**config.mk**
```make
export PLATFORM = sky130hd
export DESIGN_NAME = tas_seq
export DESIGN_NICKNAME = d
export VERILOG_FILES = /design/src/rtl/tas_pkg.sv /design/src/rtl/tas_fsm.sv /design/src/rtl/tas_datapath.sv /design/src/rtl/tas_seq.sv
export SDC_FILE = /design/constraint.sdc
export NUM_CORES = 1
export LEC_CHECK = 0
export BUFFER_PORTS_ARGS = -buffer_cell sky130_fd_sc_hd__buf_2
export CAP_MARGIN = 20
export CORE_MARGIN = 5
export CORE_UTILIZATION = 45
export DETAILED_ROUTE_END_ITERATION = 6
export PLACE_DENSITY = 0.84
export SETUP_SLACK_MARGIN = 0.02
export SLEW_MARGIN = 20
export SYNTH_ARGS = -nofsm -noshare
export SYNTH_HDL_FRONTEND = slang
export SYNTH_SLANG_ARGS = --single-unit
export TNS_END_PERCENT = 50
```
**constraint.sdc**
```tcl
create_clock -name clk -period 1.8 [get_ports clk]
set_clock_uncertainty 0.2 [all_clocks]
set_input_delay 0.09 -clock clk [delete_from_list [all_inputs] [get_ports clk]]
set_output_delay 0.09 -clock clk [all_outputs]
set_load 0.005 [all_outputs]
```
**src/rtl/tas_pkg.sv**
```systemverilog
package tas_pkg;

  typedef enum logic [2:0] {
    S_IDLE = 3'd0,
    S_RADR = 3'd1,
    S_RDAT = 3'd2,
    S_MOD  = 3'd3,
    S_WADR = 3'd4,
    S_WDAT = 3'd5
  } tas_state_e;

  localparam int unsigned NOMINAL_LOCK_CYCLES = 5;

endpackage

```
**src/rtl/tas_fsm.sv**
```systemverilog
module tas_fsm
  import tas_pkg::*;
#(
  parameter int CNT_W = 4
) (
  input  logic       clk,
  input  logic       rst_n,
  input  logic       req_i,
  input  logic       rel_req_i,
  input  logic       ack_i,
  output logic       start_o,
  output logic       rd_done_o,
  output logic       wr_done_o,
  output logic       lock_o,
  output logic       as_o,
  output logic       ds_o,
  output logic       we_o,
  output logic       grant_o
);

  localparam logic [CNT_W-1:0] CNT_MAX = {CNT_W{1'b1}};
  localparam logic [CNT_W-1:0] LAST_BEFORE_WR =
    CNT_W'(NOMINAL_LOCK_CYCLES - 1);

  tas_state_e state_q, state_d;

  // Named events used by the datapath and the assertions
  logic idle_w;
  logic wait_w;
  assign idle_w    = (state_q == S_IDLE);
  assign start_o   = idle_w && req_i && !rel_req_i;
  assign rd_done_o = (state_q == S_RDAT) && ack_i;
  assign wr_done_o = (state_q == S_WDAT) && ack_i;
  assign wait_w    = ds_o && !ack_i;

  always_comb begin
    state_d = state_q;
    unique case (state_q)
      S_IDLE: if (start_o)   state_d = S_RADR;
      S_RADR:                state_d = S_RDAT;
      S_RDAT: if (rd_done_o) state_d = S_MOD;
      S_MOD:                 state_d = S_WADR;
      S_WADR:                state_d = S_WDAT;
      S_WDAT: if (wr_done_o) state_d = S_IDLE;
      default:               state_d = S_IDLE;
    endcase
  end

  always_ff @(posedge clk) begin
    if (!rst_n) state_q <= S_IDLE;
    else        state_q <= state_d;
  end

  assign lock_o  = !idle_w;
  assign as_o    = lock_o;
  assign ds_o    = (state_q == S_RDAT) || (state_q == S_WDAT);
  assign we_o    = (state_q == S_WADR) || (state_q == S_WDAT);
  assign grant_o = idle_w && rel_req_i;

  // Locked cycles not spent waiting; drives the odd-length check only
  logic [CNT_W-1:0] act_cnt_q;
  always_ff @(posedge clk) begin
    if (!rst_n || idle_w)              act_cnt_q <= '0;
    else if (!wait_w && act_cnt_q != CNT_MAX) act_cnt_q <= act_cnt_q + 1'b1;
  end

  // lock never drops before the write acknowledge
  a_r5_lock_held: assert property (@(posedge clk) disable iff (!rst_n)
    (lock_o && !wr_done_o) |=> lock_o);

  // lock falls right after the write acknowledge
  a_r5_lock_drop: assert property (@(posedge clk) disable iff (!rst_n)
    wr_done_o |=> !lock_o);

  // five active cycles per sequence, the write ack being the last
  a_r5_five_active: assert property (@(posedge clk) disable iff (!rst_n)
    wr_done_o |-> (act_cnt_q == LAST_BEFORE_WR));

  // a busy sequence is never restarted
  a_r9_no_restart: assert property (@(posedge clk) disable iff (!rst_n)
    (!idle_w) |=> (state_q != S_RADR));

endmodule

```
**src/rtl/tas_datapath.sv**
```systemverilog
module tas_datapath #(
  parameter int ADDR_W = 16,
  parameter int DATA_W = 8
) (
  input  logic              clk,
  input  logic              rst_n,
  input  logic              start_i,
  input  logic              rd_done_i,
  input  logic              wr_done_i,
  input  logic [ADDR_W-1:0] addr_i,
  input  logic [DATA_W-1:0] rdata_i,
  output logic [ADDR_W-1:0] addr_q_o,
  output logic [DATA_W-1:0] wdata_o,
  output logic              neg_o,
  output logic              zero_o,
  output logic              done_o
);

  localparam int MSB = DATA_W - 1;
  localparam logic [DATA_W-1:0] TOP_BIT = {1'b1, {(DATA_W-1){1'b0}}};

  function automatic logic [DATA_W-1:0] f_set_top(input logic [DATA_W-1:0] v);
    return v | TOP_BIT;
  endfunction

  function automatic logic f_neg(input logic [DATA_W-1:0] v);
    return v[MSB];
  endfunction

  function automatic logic f_zero(input logic [DATA_W-1:0] v);
    return (v == '0);
  endfunction

  logic [ADDR_W-1:0] addr_q;
  logic [DATA_W-1:0] rbyte_q;
  logic              neg_q, zero_q, done_q;

  always_ff @(posedge clk) begin
    if (!rst_n) begin
      addr_q  <= '0;
      rbyte_q <= '0;
      neg_q   <= 1'b0;
      zero_q  <= 1'b0;
      done_q  <= 1'b0;
    end else begin
      done_q <= wr_done_i;
      if (start_i)   addr_q  <= addr_i;
      if (rd_done_i) rbyte_q <= rdata_i;
      if (wr_done_i) begin
        neg_q  <= f_neg(rbyte_q);
        zero_q <= f_zero(rbyte_q);
      end
    end
  end

  assign addr_q_o = addr_q;
  assign wdata_o  = f_set_top(rbyte_q);
  assign neg_o    = neg_q;
  assign zero_o   = zero_q;
  assign done_o   = done_q;

  // completion is a single-cycle pulse
  a_r7_done_pulse: assert property (@(posedge clk) disable iff (!rst_n)
    done_o |=> !done_o);

  // flags only move together with a completion
  a_r7_flags_hold: assert property (@(posedge clk) disable iff (!rst_n)
    !wr_done_i |=> ($stable(neg_o) && $stable(zero_o)));

endmodule

```
**src/rtl/tas_seq.sv**
```systemverilog
module tas_seq #(
  parameter int ADDR_W = 16,
  parameter int DATA_W = 8,
  parameter int CNT_W  = 4
) (
  input  logic              clk,
  input  logic              rst_n,
  input  logic              req_i,
  input  logic [ADDR_W-1:0] addr_i,
  input  logic              rel_req_i,
  output logic              done_o,
  output logic              neg_o,
  output logic              zero_o,
  output logic              rel_grant_o,
  output logic [ADDR_W-1:0] bus_addr_o,
  output logic              bus_as_o,
  output logic              bus_ds_o,
  output logic              bus_we_o,
  output logic              bus_lock_o,
  output logic [DATA_W-1:0] bus_wdata_o,
  input  logic [DATA_W-1:0] bus_rdata_i,
  input  logic              bus_ack_i
);

  logic              start_w, rd_done_w, wr_done_w;
  logic              lock_w, as_w, ds_w, we_w;
  logic [ADDR_W-1:0] addr_q_w;
  logic [DATA_W-1:0] wdata_w;

  tas_fsm #(.CNT_W(CNT_W)) u_fsm (
    .clk       (clk),
    .rst_n     (rst_n),
    .req_i     (req_i),
    .rel_req_i (rel_req_i),
    .ack_i     (bus_ack_i),
    .start_o   (start_w),
    .rd_done_o (rd_done_w),
    .wr_done_o (wr_done_w),
    .lock_o    (lock_w),
    .as_o      (as_w),
    .ds_o      (ds_w),
    .we_o      (we_w),
    .grant_o   (rel_grant_o)
  );

  tas_datapath #(.ADDR_W(ADDR_W), .DATA_W(DATA_W)) u_dp (
    .clk       (clk),
    .rst_n     (rst_n),
    .start_i   (start_w),
    .rd_done_i (rd_done_w),
    .wr_done_i (wr_done_w),
    .addr_i    (addr_i),
    .rdata_i   (bus_rdata_i),
    .addr_q_o  (addr_q_w),
    .wdata_o   (wdata_w),
    .neg_o     (neg_o),
    .zero_o    (zero_o),
    .done_o    (done_o)
  );

  assign bus_lock_o  = lock_w;
  assign bus_as_o    = as_w;
  assign bus_ds_o    = ds_w;
  assign bus_we_o    = we_w;
  assign bus_addr_o  = lock_w ? addr_q_w : '0;
  assign bus_wdata_o = we_w ? wdata_w : '0;

  // a locked transfer opens with an address-only read cycle
  a_r1_read_first: assert property (@(posedge clk) disable iff (!rst_n)
    $rose(bus_lock_o) |-> (bus_as_o && !bus_ds_o && !bus_we_o));

  // every write cycle carries the top bit set
  a_r2_top_set: assert property (@(posedge clk) disable iff (!rst_n)
    bus_we_o |-> bus_wdata_o[DATA_W-1]);

  // a stalled data phase keeps the bus frozen
  a_r6_stall_stable: assert property (@(posedge clk) disable iff (!rst_n)
    (bus_ds_o && !bus_ack_i) |=>
      (bus_ds_o && $stable(bus_addr_o) && $stable(bus_we_o) && $stable(bus_wdata_o)));

  // the bus is never handed over inside the locked transfer
  a_r8_no_grant_locked: assert property (@(posedge clk) disable iff (!rst_n)
    !(rel_grant_o && bus_lock_o));

  // the address strobe never shows without the lock
  a_r10_strobe_in_lock: assert property (@(posedge clk) disable iff (!rst_n)
    (bus_as_o || bus_ds_o || bus_we_o) |-> bus_lock_o);

endmodule

```
* Word level (Yosys, flattened, before mapping) *
Cells that the tools add are included.
Widths: inputs -> output; s select.

cells by class
  equality and inequality tests = 8
  multiplexer cells = 6
  reductions and logical operators = 12

operators with widths
  cell                number
  $pmux 3 s6          1
  $mux 16             1
  $mux 3              3
  $logic_not 8->1     1
  $mux 8              1
  $eq 3x2->1 const B  2
  $eq 3x3->1 const B  2
  $logic_and 1x1->1   5
  $ne 2x2->1 const B  2
  $eq 3x1->1 const B  1
  $logic_not 3->1     1
  $reduce_and 3->1    1
  $logic_not 1->1     2
  $logic_or 1x1->1    2
  $ne 2x1->1 const B  1

word-level totals
  bits in registers = 30

* Depth between registers and ports, before layout *
  word-level depth = 5
  depth in mapped cells = 6
  depth with buffers taken out = 3

* By module *
A second synthesis with hierarchy kept.

unflattened totals
  cell total of the unflattened synthesis = 149
  area total of the unflattened synthesis = 1502.7 um^2

modules (own cells, without submodules)
  module        instances  cells each  area each (um^2)
  tas_datapath  1          96          1098.6
  tas_fsm       1          28          227.7
  tas_seq       1          25          176.4

* Worst setup path before layout *
Ideal clock, no wire load.

  kind = reg-to-reg
  start = reg u_fsm.state_q[0]
  end = reg u_dp.addr_q[10] (netlist: u_dp.addr_q_o[10])
  library setup time = 72 ps
  data arrival time = 1267 ps
  required time = 1528 ps
  path slack = 262 ps
  cell stages (with the launch flop) = 7
  path buffers = 3
  clock period less this slack = 1538 ps
  cell sequence = dfxtp_1 buf_6 nor3_4 and2_4 buf_12 buf_12 mux2i_1

on the way
  cells in the longest elaborated chain, start to end = 3

ends and longest elaborated chain
  item                             line                text
  start, declared                  tas_fsm.sv:25       tas_state_e state_q, state_d;
  start signal, assigned           tas_fsm.sv:51       else state_q <= state_d;
  $logic_not 3->1                  tas_fsm.sv:30       assign idle_w = (state_q == S_IDLE);
  $logic_and 1x1->1 (2 in series)  tas_fsm.sv:31       assign start_o = idle_w && req_i && !rel_req_i;
  end signal, assigned             tas_datapath.sv:47  if (start_i) addr_q <= addr_i;
  end, declared                    tas_datapath.sv:34  logic [ADDR_W-1:0] addr_q;

No other way between the ends.
A chain may end at the register's enable or synchronous reset.

* Worst setup path in the final report *
  start = reg u_fsm.state_q[2]
  end = out bus_addr_o[4]

on the way
  cells in the longest elaborated chain, start to end = 2

ends and longest elaborated chain
  item             line           text
  $logic_not 3->1  tas_fsm.sv:30
  $mux 16          tas_seq.sv:65  assign bus_addr_o = lock_w ? addr_q_w : '0;
  end, declared    tas_seq.sv:15  output logic [ADDR_W-1:0] bus_addr_o,

No other way between the ends.

==> results.sh <==
export IMPL_final_core_util_pct=63.8
export IMPL_cp_max_fo=11
export IMPL_ys_seq_area_share_pct=39.5
export IMPL_synth_fa_ha_area_share_pct=0
export IMPL_avgSynthCellArea_sq_um=9.43
export IMPL_gp_congestion=0.690
export IMPL_htreeDepth=2
export IMPL_path_cells="nor3_4, buf_6, and2b_2, buf_2"
export IMPL_clkLatencyLatePin_ns=0.32
export IMPL_hold_class="input pin to flip-flop"
export IMPL_synth_cell_types=26
export IMPL_worstMarginPinSlew_ns=0.417
export IMPL_synth_top_family_by_area="simple AND/OR/NAND/NOR gates"
export IMPL_antenna_found_initial=0
export IMPL_core_area_sq_um=3310
export IMPL_end_kind="primary output"
export IMPL_synth_area_mux_share_pct=16.5
export IMPL_grt_pass1_wl_mm=5.46
export IMPL_required_ns=1.51
export IMPL_setup_slack_ns=0.110
export IMPL_first_pass_iters=4
export IMPL_clock_root_buffer="clkbuf_4"
export IMPL_start_util_pct=45.9
export IMPL_drtAntennaViolNets=0
export IMPL_crit_type="flip-flop to primary output"
export IMPL_grt_overflow=0
export IMPL_fin_crit_sh_pct=93.9
export IMPL_port_buffers=60
export IMPL_tns_ns=0
export IMPL_cpPeakStageDelay_ns=0.37
export IMPL_synth_compound_area_share_pct=1.98
export IMPL_setup_violations=0
export IMPL_p_leak_nw=0.979
export IMPL_drive_gt1_share_pct=36.0
export IMPL_slowest_stage="dfxtp_2"
export IMPL_syn_nets=190
export IMPL_final_net_count=275
export IMPL_drc_errors=0
export IMPL_ys_ff_latch=30
export IMPL_pre_cts_ws_ns=0.241
export IMPL_yosys_warnings=0
export IMPL_n_fill_cell=300
export IMPL_synth_simple_gate_area_share_pct=32.0
export IMPL_areaGrowthSynthToFinish_pct=39.0
export IMPL_grt_pass1_vias=1217
export IMPL_wl_per_cell_um=12.2
export IMPL_drv_slew=0
export IMPL_place_area_sq_um=1780
export IMPL_powerDensity_nw_per_um2=669
export IMPL_status="completed"
export IMPL_slew_headroom_pct=72.2
export IMPL_io_pins=61
export IMPL_cts_tree="built"
export IMPL_final_area_sq_um=2110
export IMPL_grt_setup_unrepaired="true"
export IMPL_rows=21
export IMPL_dpl_hpwl_mm=2.19
export IMPL_wirelength_mm=3.57
export IMPL_finalCriticalPeriod_ns=1.69
export IMPL_synth_xor_area_share_pct=0.577
export IMPL_die_area_sq_um=4640
export IMPL_cp_arrival_ns=1.40
export IMPL_fp_dieW_um=68.1
export IMPL_syn_cell_area_sq_um=1520
export IMPL_clk_pin_slew_ns=0.09
export IMPL_cts_buffers=5
export IMPL_final_hold_viol_count=0
export IMPL_vias=1320
export IMPL_synthCells=161
export IMPL_antenna_cells=0
export IMPL_ir_drop_mv=0.484
export IMPL_max_cap_viol_count=0
export IMPL_grt_max_degree=48
export IMPL_track_usage_pct=16.2
export IMPL_clock_sinks=30
export IMPL_clock_fmax_ghz=0.592
export IMPL_critPathLaunchType="flip-flop"
export IMPL_drt_iter0_markers=56
export IMPL_clockBufferDepth=2
export IMPL_via_per_inst=4.51
export IMPL_die_h_um=68.1
==> layer usage <==
| metal | vias to the layer above | track usage (%) | routed length, um | part of all wire (%) |
|---|---|---|---|---|
| met3 | 6 | 5.75 | 136 | 3.8 |
| met4 | 0 | 5.96 | 55 | 1.5 |
| li1 | 686 | - | - | - |
| met2 | 25 | 29.4 | 1950 | 55 |
| met1 | 603 | 17.1 | 1430 | 40 |
| met5 | - | 0 | 0 | 0 |
==> sequential cells by signal, indices dropped and copies added (netlist names) <==
register,flops
u_dp.neg_o,1
u_dp.zero_o,1
u_dp.rbyte_q,8
u_fsm.state_q,3
u_dp.done_o,1
u_dp.addr_q_o,16
==> power by group <==
| part | leakage, nW | switching, W | total [W] | internal [W] |
|---|---|---|---|---|
| registers | 0.245 | 0.0000264 | 0.000724 | 0.000697 |
| clock network | 0.0353 | 0.000220 | 0.000409 | 0.000189 |
| logic | 0.698 | 0.000117 | 0.000280 | 0.000163 |
| total | 0.979 | 0.000363 | 0.00141 | 0.00105 |
==> per-stage QoR <==
stage / hold WS (ns) / instances / total power [W]
6_report: 0.0556 / 293 / 0.00141
2_1_floorplan: 0.0321 / 161 / 0.000910
4_1_cts: 0.0573 / 292 / 0.00141
5_1_grt: 0.0563 / 293 / 0.00150
3_3_place_gp: 0.137 / 258 / 0.000952
3_5_place_dp: 0.144 / 258 / 0.000958
==> cells by family (layout without fill, tap and decap cells) <==
kind of cell              after synthesis  count (layout)
xor gates and xnor gates                1               1
DFF                                    30              30
muxes                                  25              25
buffers and inverters                  15             101
and+or+nand+nor                        85              85
AOI/OAI and AO/OA                       5               5
==> critical path: cells and delay by family (launching register included) <==
kind	cells	cell delay, ns
buffers and inverters	2	0.28
flip-flops	1	0.37
AND/OR/NAND/NOR	2	0.43
==> placed cells by master, fill, tap and decap left out, types with 3 or more instances in the layout <==
cell type,n
buf_2,60
dlygate4sd3_1,25
buf_4,6
mux2i_1,25
nor2b_1,18
clkbuf_4,5
dfxtp_1,27
nand2_1,36
o21ai_0,3
and2b_2,9
and2_1,9
==> synthesized netlist by cell type, drive strengths merged <==
library cell	number	area [sq um]
nand2	36	135
dfxtp	30	601
mux2i	25	250
nor2b	18	113
and2	10	65.1
and2b	9	78.8
buf	7	82.6
clkbuf	7	56.3
o21ai	3	15.0
a21boi	2	15.0
nor2	2	7.51
nor3b	2	15.0
nor4	2	12.5
and4b	1	11.3
and4bb	1	12.5
inv	1	3.75
nand2b	1	6.26
nand3b	1	7.51
nand4	1	6.26
nor3	1	16.3
xnor2	1	8.76
==> area by class of cell <==
| class | count | area [sq um] | area share, % |
|---|---|---|---|
| multi-input combinational | 116 | 776 | 36.8 |
| clock buffer | 7 | 55.1 | 2.61 |
| tap | 46 | 57.6 | 2.73 |
| clock inverter | 1 | 5.00 | 0.237 |
| inverter | 1 | 3.75 | 0.178 |
| timing repair buffer | 92 | 607 | 28.7 |
| sequential | 30 | 607 | 28.7 |
==> final timing paths <==
path | from | endpoint | slack, ns | cells past startpoint
max | u_fsm.state_q[2] | bus_addr_o[4] | 0.11 | 4
min | req_i | u_fsm.state_q[0] | 0.06 | 4
max reg2reg | u_fsm.state_q[2] | u_dp.addr_q_o[5] | 0.23 | 4
min reg2reg | u_dp.addr_q_o[12] | u_dp.addr_q_o[12] | 0.26 | 2
==> timing repair <==
| action | CTS | global route |
|---|---|---|
| endpoints found under the hold margin | 26 | 0 |
| buffers inserted | 1 | 1 |
| endpoints found under the setup margin | 5 | 16 |
| hold buffers | 25 | 0 |
| resized for setup | 2 | 3 |
| pin swaps | 1 | 0 |
(Power assumes the default switching activity.)
